## src/rtl/dram_refresh_seq.sv

```systemverilog
module dram_refresh_seq #(
  parameter int PAUSE_CYCLES     = 10000,
  parameter int WARMUP_REFRESHES = 8,
  parameter int INTERVAL_CYCLES  = 760,
  parameter int MAX_PENDING      = 4,
  parameter int SETUP_CYCLES     = 1,
  parameter int RAS_LOW_CYCLES   = 3,
  parameter int PRECHARGE_CYCLES = 2
) (
  input  logic clk,
  input  logic rst_n,
  input  logic gnt,
  output logic req,
  output logic init_done,
  output logic ras_n,
  output logic cas_n,
  output logic we_n
);
  localparam int LONG1   = (RAS_LOW_CYCLES > PRECHARGE_CYCLES) ? RAS_LOW_CYCLES : PRECHARGE_CYCLES;
  localparam int LONG2   = (LONG1 > SETUP_CYCLES) ? LONG1 : SETUP_CYCLES;
  localparam int LONGEST = (PAUSE_CYCLES > LONG2) ? PAUSE_CYCLES : LONG2;
  localparam int CW  = $clog2(LONGEST + 1);
  localparam int WW  = $clog2(WARMUP_REFRESHES + 1);
  localparam int TW  = $clog2(INTERVAL_CYCLES);
  localparam int PNW = $clog2(MAX_PENDING + 1);

  typedef enum logic [2:0] {ST_PAUSE, ST_IDLE, ST_SETUP, ST_ACT, ST_PRE} st_t;

  st_t            st;
  logic [CW-1:0]  cnt;
  logic [WW-1:0]  warm_left;
  logic [PNW-1:0] pend;
  logic [PNW:0]   pend_sum;
  logic [TW-1:0]  tmr;
  logic need, phase_end, start, tick;

  assign need      = init_done ? (pend != '0) : (warm_left != '0);
  assign phase_end = (cnt == '0);
  assign start     = gnt && need && (st == ST_IDLE || (st == ST_PRE && phase_end));
  assign tick      = init_done && (tmr == '0);

  assign req   = (st == ST_IDLE) ? need : (st != ST_PAUSE);
  assign ras_n = (st != ST_ACT);
  assign cas_n = !(st == ST_SETUP || st == ST_ACT);
  assign we_n  = 1'b1;

  always_comb begin
    pend_sum = {1'b0, pend};
    if (tick)
      pend_sum = pend_sum + 1'b1;
    if (start && init_done)
      pend_sum = pend_sum - 1'b1;
    if (pend_sum > (PNW+1)'(MAX_PENDING))
      pend_sum = (PNW+1)'(MAX_PENDING);
  end

  always_ff @(posedge clk) begin
    if (!rst_n) begin
      st        <= ST_PAUSE;
      cnt       <= CW'(PAUSE_CYCLES - 1);
      warm_left <= WW'(WARMUP_REFRESHES);
      pend      <= '0;
      tmr       <= TW'(INTERVAL_CYCLES - 1);
      init_done <= 1'b0;
    end else begin
      pend <= pend_sum[PNW-1:0];
      if (!init_done || tick) tmr <= TW'(INTERVAL_CYCLES - 1);
      else                    tmr <= tmr - 1'b1;
      if (start && !init_done) warm_left <= warm_left - 1'b1;

      unique case (st)
        ST_PAUSE: if (phase_end) st <= ST_IDLE;
                  else cnt <= cnt - 1'b1;
        ST_IDLE:  if (start) begin
                    st  <= ST_SETUP;
                    cnt <= CW'(SETUP_CYCLES - 1);
                  end
        ST_SETUP: if (phase_end) begin
                    st  <= ST_ACT;
                    cnt <= CW'(RAS_LOW_CYCLES - 1);
                  end else cnt <= cnt - 1'b1;
        ST_ACT:   if (phase_end) begin
                    st  <= ST_PRE;
                    cnt <= CW'(PRECHARGE_CYCLES - 1);
                  end else cnt <= cnt - 1'b1;
        ST_PRE:   if (phase_end) begin
                    if (!init_done && warm_left == '0) init_done <= 1'b1;
                    if (start) begin
                      st  <= ST_SETUP;
                      cnt <= CW'(SETUP_CYCLES - 1);
                    end else st <= ST_IDLE;
                  end else cnt <= cnt - 1'b1;
        default:  st <= ST_PAUSE;
      endcase
    end
  end
endmodule

```

## config.mk

```make
export PLATFORM = sky130hd
export DESIGN_NAME = dram_refresh_seq
export DESIGN_NICKNAME = d
export VERILOG_FILES = /design/src/rtl/dram_refresh_seq.sv
export SDC_FILE = /design/constraint.sdc
export NUM_CORES = 1
export LEC_CHECK = 0
export BUFFER_PORTS_ARGS = -buffer_cell sky130_fd_sc_hd__buf_2
export CAP_MARGIN = 20
export CORE_ASPECT_RATIO = 0.8
export CORE_MARGIN = 4
export CORE_UTILIZATION = 30
export CTS_CLUSTER_DIAMETER = 200
export DETAILED_ROUTE_END_ITERATION = 16
export PLACE_DENSITY = 0.44
export SYNTH_ARGS = -nofsm -noshare
export SYNTH_HDL_FRONTEND = slang
export SYNTH_SLANG_ARGS = --single-unit
export TNS_END_PERCENT = 100
```

## constraint.sdc

```tcl
create_clock -name clk -period 2 [get_ports clk]
set_input_delay 0.4 -clock clk [delete_from_list [all_inputs] [get_ports clk]]
set_output_delay 0.4 -clock clk [all_outputs]
set_load 0.01 [all_outputs]
```

Yosys cells after proc, flatten, opt, wreduce, memory -nomap -nowiden
Index checks and enable logic that the tools add are counted.

Bits in registers: 35. Output and inout port bits: 5. Word-level logic and storage cells: 68.

Add/subtract/negate cells: 5. Order comparisons: 1. Eq/ne operators: 11. Mux-type cells: 18. Bitwise logic cells: 1. Reductions and logical operators: 25.

Operators with widths (number): 2-to-1 mux 14 bit (5); one-hot mux 14 bit (5 select lines) (1); 2-to-1 mux 3 bit (6); one-hot mux 3 bit (5 select lines) (1); zero test 14 bit (1); subtractor 14 x 1 -> 14 bit (second input constant) (1); inequality test 2 bit (second input constant) (6); zero test 10 bit (1); subtractor 10 x 1 -> 10 bit (second input constant) (1); 2-to-1 mux 4 bit (2); subtractor 4 x 1 -> 4 bit (second input constant) (2); logical AND 1 bit (7); equality test 3 x 2 -> 1 bit (second input constant) (2); nonzero test 3 bit (2); AND reduction 5 bit (1); nonzero test 5 bit (1); adder 3 x 1 -> 4 bit (second input constant) (1); > comparator 4 x 3 -> 1 bit (second input constant) (1); zero test 4 bit (1); nonzero test 4 bit (1); OR reduction 2 bit (2); equality test 3 x 1 -> 1 bit (second input constant) (1); equality test 3 bit (second input constant) (1); zero test 3 bit (1); other kinds (8) (12).

Logic depth before layout (Yosys ltp)
Word-level depth: 8. Depth in mapped cells: 11. Depth with buffers taken out: 11.

Least setup slack after synthesis
OpenSTA, ideal clock, no wires.

Path type: register -> register. Start point: register init_done. End point: register pend[2]. Setup time: 0.115 ns. Arrival time: 2.059 ns. Setup slack: -0.175 ns. Cell stages (with the launch flop): 11. Path buffers: 1. Clock period less this slack: 2.175 ns. Cell sequence: dfxtp_1 -> buf_2 -> nor4b_1 -> nand3_1 -> xnor2_1 -> ha_1 -> nor2_1 -> nand4_1 -> a211oi_1 -> mux2i_1 -> and3_1.

Cells in the longest elaborated chain, start to end: 7.

Ends and longest elaborated chain: start: declaration (line 14) `output logic init_done,`; start signal: assignment (line 64) `init_done <= 1'b0;`; start signal: assignment (line 87) `if (!init_done && warm_left == '0) init_done <= 1'b1;`; parallel branches: the longest is 4 deep, another holds subtractor 4 x 1 -> 4 bit; 2-to-1 mux 4 bit (*) (line 51) `if (start && init_done)`; > comparator 4 x 3 -> 1 bit (line 53) `if (pend_sum > (PNW+1)'(MAX_PENDING))`; 2-to-1 mux 3 bit (*) (line 53); end signal: assignment (line 66) `pend <= pend_sum[PNW-1:0];`; end: declaration (line 32) `logic [PNW-1:0] pend;`.

Every way passes the cells marked *. A chain may end at the register's enable or synchronous reset.

Final worst setup path
Start point: register tmr[8]. End point: register pend[1].

Cells in the longest elaborated chain, start to end: 7.

Ends and longest elaborated chain: start: declaration (line 34) `logic [TW-1:0] tmr;`; start signal: assignment (line 63) `tmr <= TW'(INTERVAL_CYCLES - 1);`; start signal: assignment (line 67) `if (!init_done || tick) tmr <= TW'(INTERVAL_CYCLES - 1);`; start signal: assignment (line 68) `else tmr <= tmr - 1'b1;`; zero test 10 bit (*) (line 40) `assign tick = init_done && (tmr == '0);`; logical AND 1 bit (*) (line 40); 2-to-1 mux 4 bit (*) (line 49) `if (tick)`; subtractor 4 x 1 -> 4 bit (line 52) `pend_sum = pend_sum - 1'b1;`; 2-to-1 mux 4 bit (*) (line 51); > comparator 4 x 3 -> 1 bit (line 53); OR reduction 2 bit (no line).

Every way passes the cells marked *; elsewhere a longest branch is shown, timed or not.

==> metrics <==
post-synthesis register bit count=35; pwr/cell area=429.6 nW/um2; Synth Cell Area=2200 um2; r2r setup slk=-40 ps; fraction of registers with async set/reset=0%; Max Cap Viol=0; R2R Path Start=tmr[8]; Cell Int Power=slightly below 1 mW; power share of the combinational group=roughly 6%; die boundary width=~100 um; M2 GR Usage=between 10% and 20%; skew final=around 7.9 ps; wire per inst=14.25 um; final period utilization=102.0%; CP startpoint kind=flop; GRT Total Usage=13.44%; switching part of the total=24.98%; R2R cell count=9; chip height=about 85 um; core footprint=6993 um2; IO Count=8; EDFF count, synth=0; final wirelength=approximately 6000 um; Hold Crit Endpoint=tmr[0]; total gr overflow=0; vias in the first global route=1893; WP data arrival=2250 ps; CP Max Fanout=3; Synth top cells by count=35 x dfxtp_1, 23 x nand2_1, 21 x nor2_1, 18 x a21oi_1, 17 x inv_1; top-count cell post-synth=dfxtp_1; Max IR drop VDD=between 150 and 200 uV; FMAX=490.2 MHz; sequential element share of the synthesized area=between 30% and 40%; Hold Startpoint=tmr[0]; Non-Filler Instances=421; Detailed Place HPWL=around 4300 um; largest net degree at the start of global routing=16; Synth area leaders=dfxtp_1 32%, a21oi_1 4.1%, ha_1 4.0%, nand2_1 3.9%, nor2_1 3.6%; number of placed cells counting well taps=406; vias per cell=approximately 5.0; clk_lat worst skew=roughly 290 ps; clk sink count=35; final setup margin=-39.96 ps; top cell type's share of synthesized area=around a third; Switch Pwr=0.3270 mW; die area=between 8000 and 9000 um2; crit end category=flop; Pleak=roughly 1.2 nW; first-pass GRT wire length=roughly 9700 um; CTS Buf Count=5; Port Buf Inserts=6; clock transition at the registers of the reported paths=80 ps; starting density of the core=around a third; Hold Vio Cnt, Final=0; RSZ-0062 raised after global routing=yes; Main synth FF type=dfxtp_1; syn nets=between 200 and 300; CTS root buffer=clkbuf_8; Layout Nets=approximately 340; area leader, netlist=dfxtp_1; Pre-antenna DRT Iters=4; Finished Cell Area=approximately 3000 um2; Period minus WS final=2040 ps; DP Area=~2800 um2; Hold WS=~510 ps; Initial DRC Count=96; met3 usage=between 2 and 3%; final setup fails=3; Reg-to-Reg End=pend[1]; Syn Inst Count=between 200 and 300; CTS Hold Buffers Added=0; pre-CTS setup slack=-104.8 ps; initial antenna violation count=0; layout cells sized above 1=between 30% and 40%; CTS tree=yes; total power=around 1.3 mW; failing checks=negative setup slack; # DRC=0; GP Congestion=between 0.7 and 0.8; via count=roughly 2.1k; hold path cells=2; post-route ant nets=0; status=finished, violations left; Clock Path Buffers=2; GRT Max-Usage Layer=met1; area delta synth->final=38.57%; utilization after layout=between 40% and 50%; M1 GR Usage=between 20% and 30%; htree depth=2; Crit Path Category=flop to flop; YS warnings=0; Hold/Removal Path Class=flop to flop; clock power share=about two fifths; Syn Area/Cell=8.238 um2; num rows=27; CP required=roughly 2200 ps; number of diodes=0; setup_tns=-60.71 ps; Sequential Power Share=53.9%; Final Max Slew Viols=0; post-synthesis cell type count=58
kinds of logic after synthesis:
logic type	count (synthesis)	share of synthesized area (%)
mux	5	2.332
fa+ha+maj	7	3.982
flops	35	31.85
simple gates	115	31.63
xor+xnor	10	3.982
other cells	1	0.1705
compound gates	64	20.02
buf+inv	30	6.029
sequential cells by signal (all words and copies together), names as in the netlist:
name       count
warm_left      4
cnt           14
init_done      1
tmr           10
st             3
pend           3
worst max-delay path: stages (launching register included):
cell      delay, ps
dfxtp_2         340
nor4b_4         370
nand3_4         150
mux2i_2         190
ha_2            190
nor2_1           80
nand4_1         120
a211oi_2        190
mux2i_2         120
a211oi_1        200
power by group through the flow:
stage	Clock, mW	Combinational [mW]	Sequential [mW]
final	0.525	0.0779	0.706
after global placement	0	0.0761	0.721
after global routing	0.560	0.0853	0.707
after floorplan	0	0.0410	0.722
after detailed placement	0	0.0754	0.721
after CTS	0.537	0.0753	0.705
metal layers:
layer,vias to the layer above,part of all wire (%)
met3,7,2.8
met1,959,55
met5,-,0
met2,28,41
li1,1110,-
met4,0,1.3
cell usage in the layout (no fill, tap or decap), types with 4 or more instances in the layout:
cell,n
nand4_1,8
clkbuf_8,5
nor3_1,8
dfxtp_1,28
buf_2,6
a211oi_2,5
a21oi_1,16
nor4_4,4
nand2_1,22
ha_1,4
dfxtp_2,7
nor2_1,21
buf_4,63
a31oi_1,6
nor3_2,4
o21ai_0,5
o21ai_1,8
nand3_1,12
xnor2_1,7
inv_1,15
layout make-up:
type,count,area (um2)
fill,697,3945
multi-input combinational,202,1548
sequential,35,709.4
timing repair buffer,72,536.8
tap,87,108.9
clock buffer,7,76.32
inverter,17,63.81
clock inverter,1,5.005
how the worst max path moves through the flow:
stage	cells after the start	from	end	slack (ps)
2_1_floorplan	10	init_done	pend[2]	-6
3_3_place_gp	8	warm_left[0]	cnt[9]	-60
3_5_place_dp	11	tmr[0]	pend[1]	-100
4_1_cts	9	tmr[4]	pend[0]	-20
5_1_grt	9	tmr[8]	pend[1]	-180
6_report	9	tmr[8]	pend[1]	-40
timing repair:
item | 4_1_cts | 5_1_grt
cloned | 0 | 1
buffers inserted | 2 | 4
pin swaps | 6 | 13
endpoints found under the setup margin | 18 | 20
resized for setup | 7 | 32
Power figures use the tool's default switching activity.
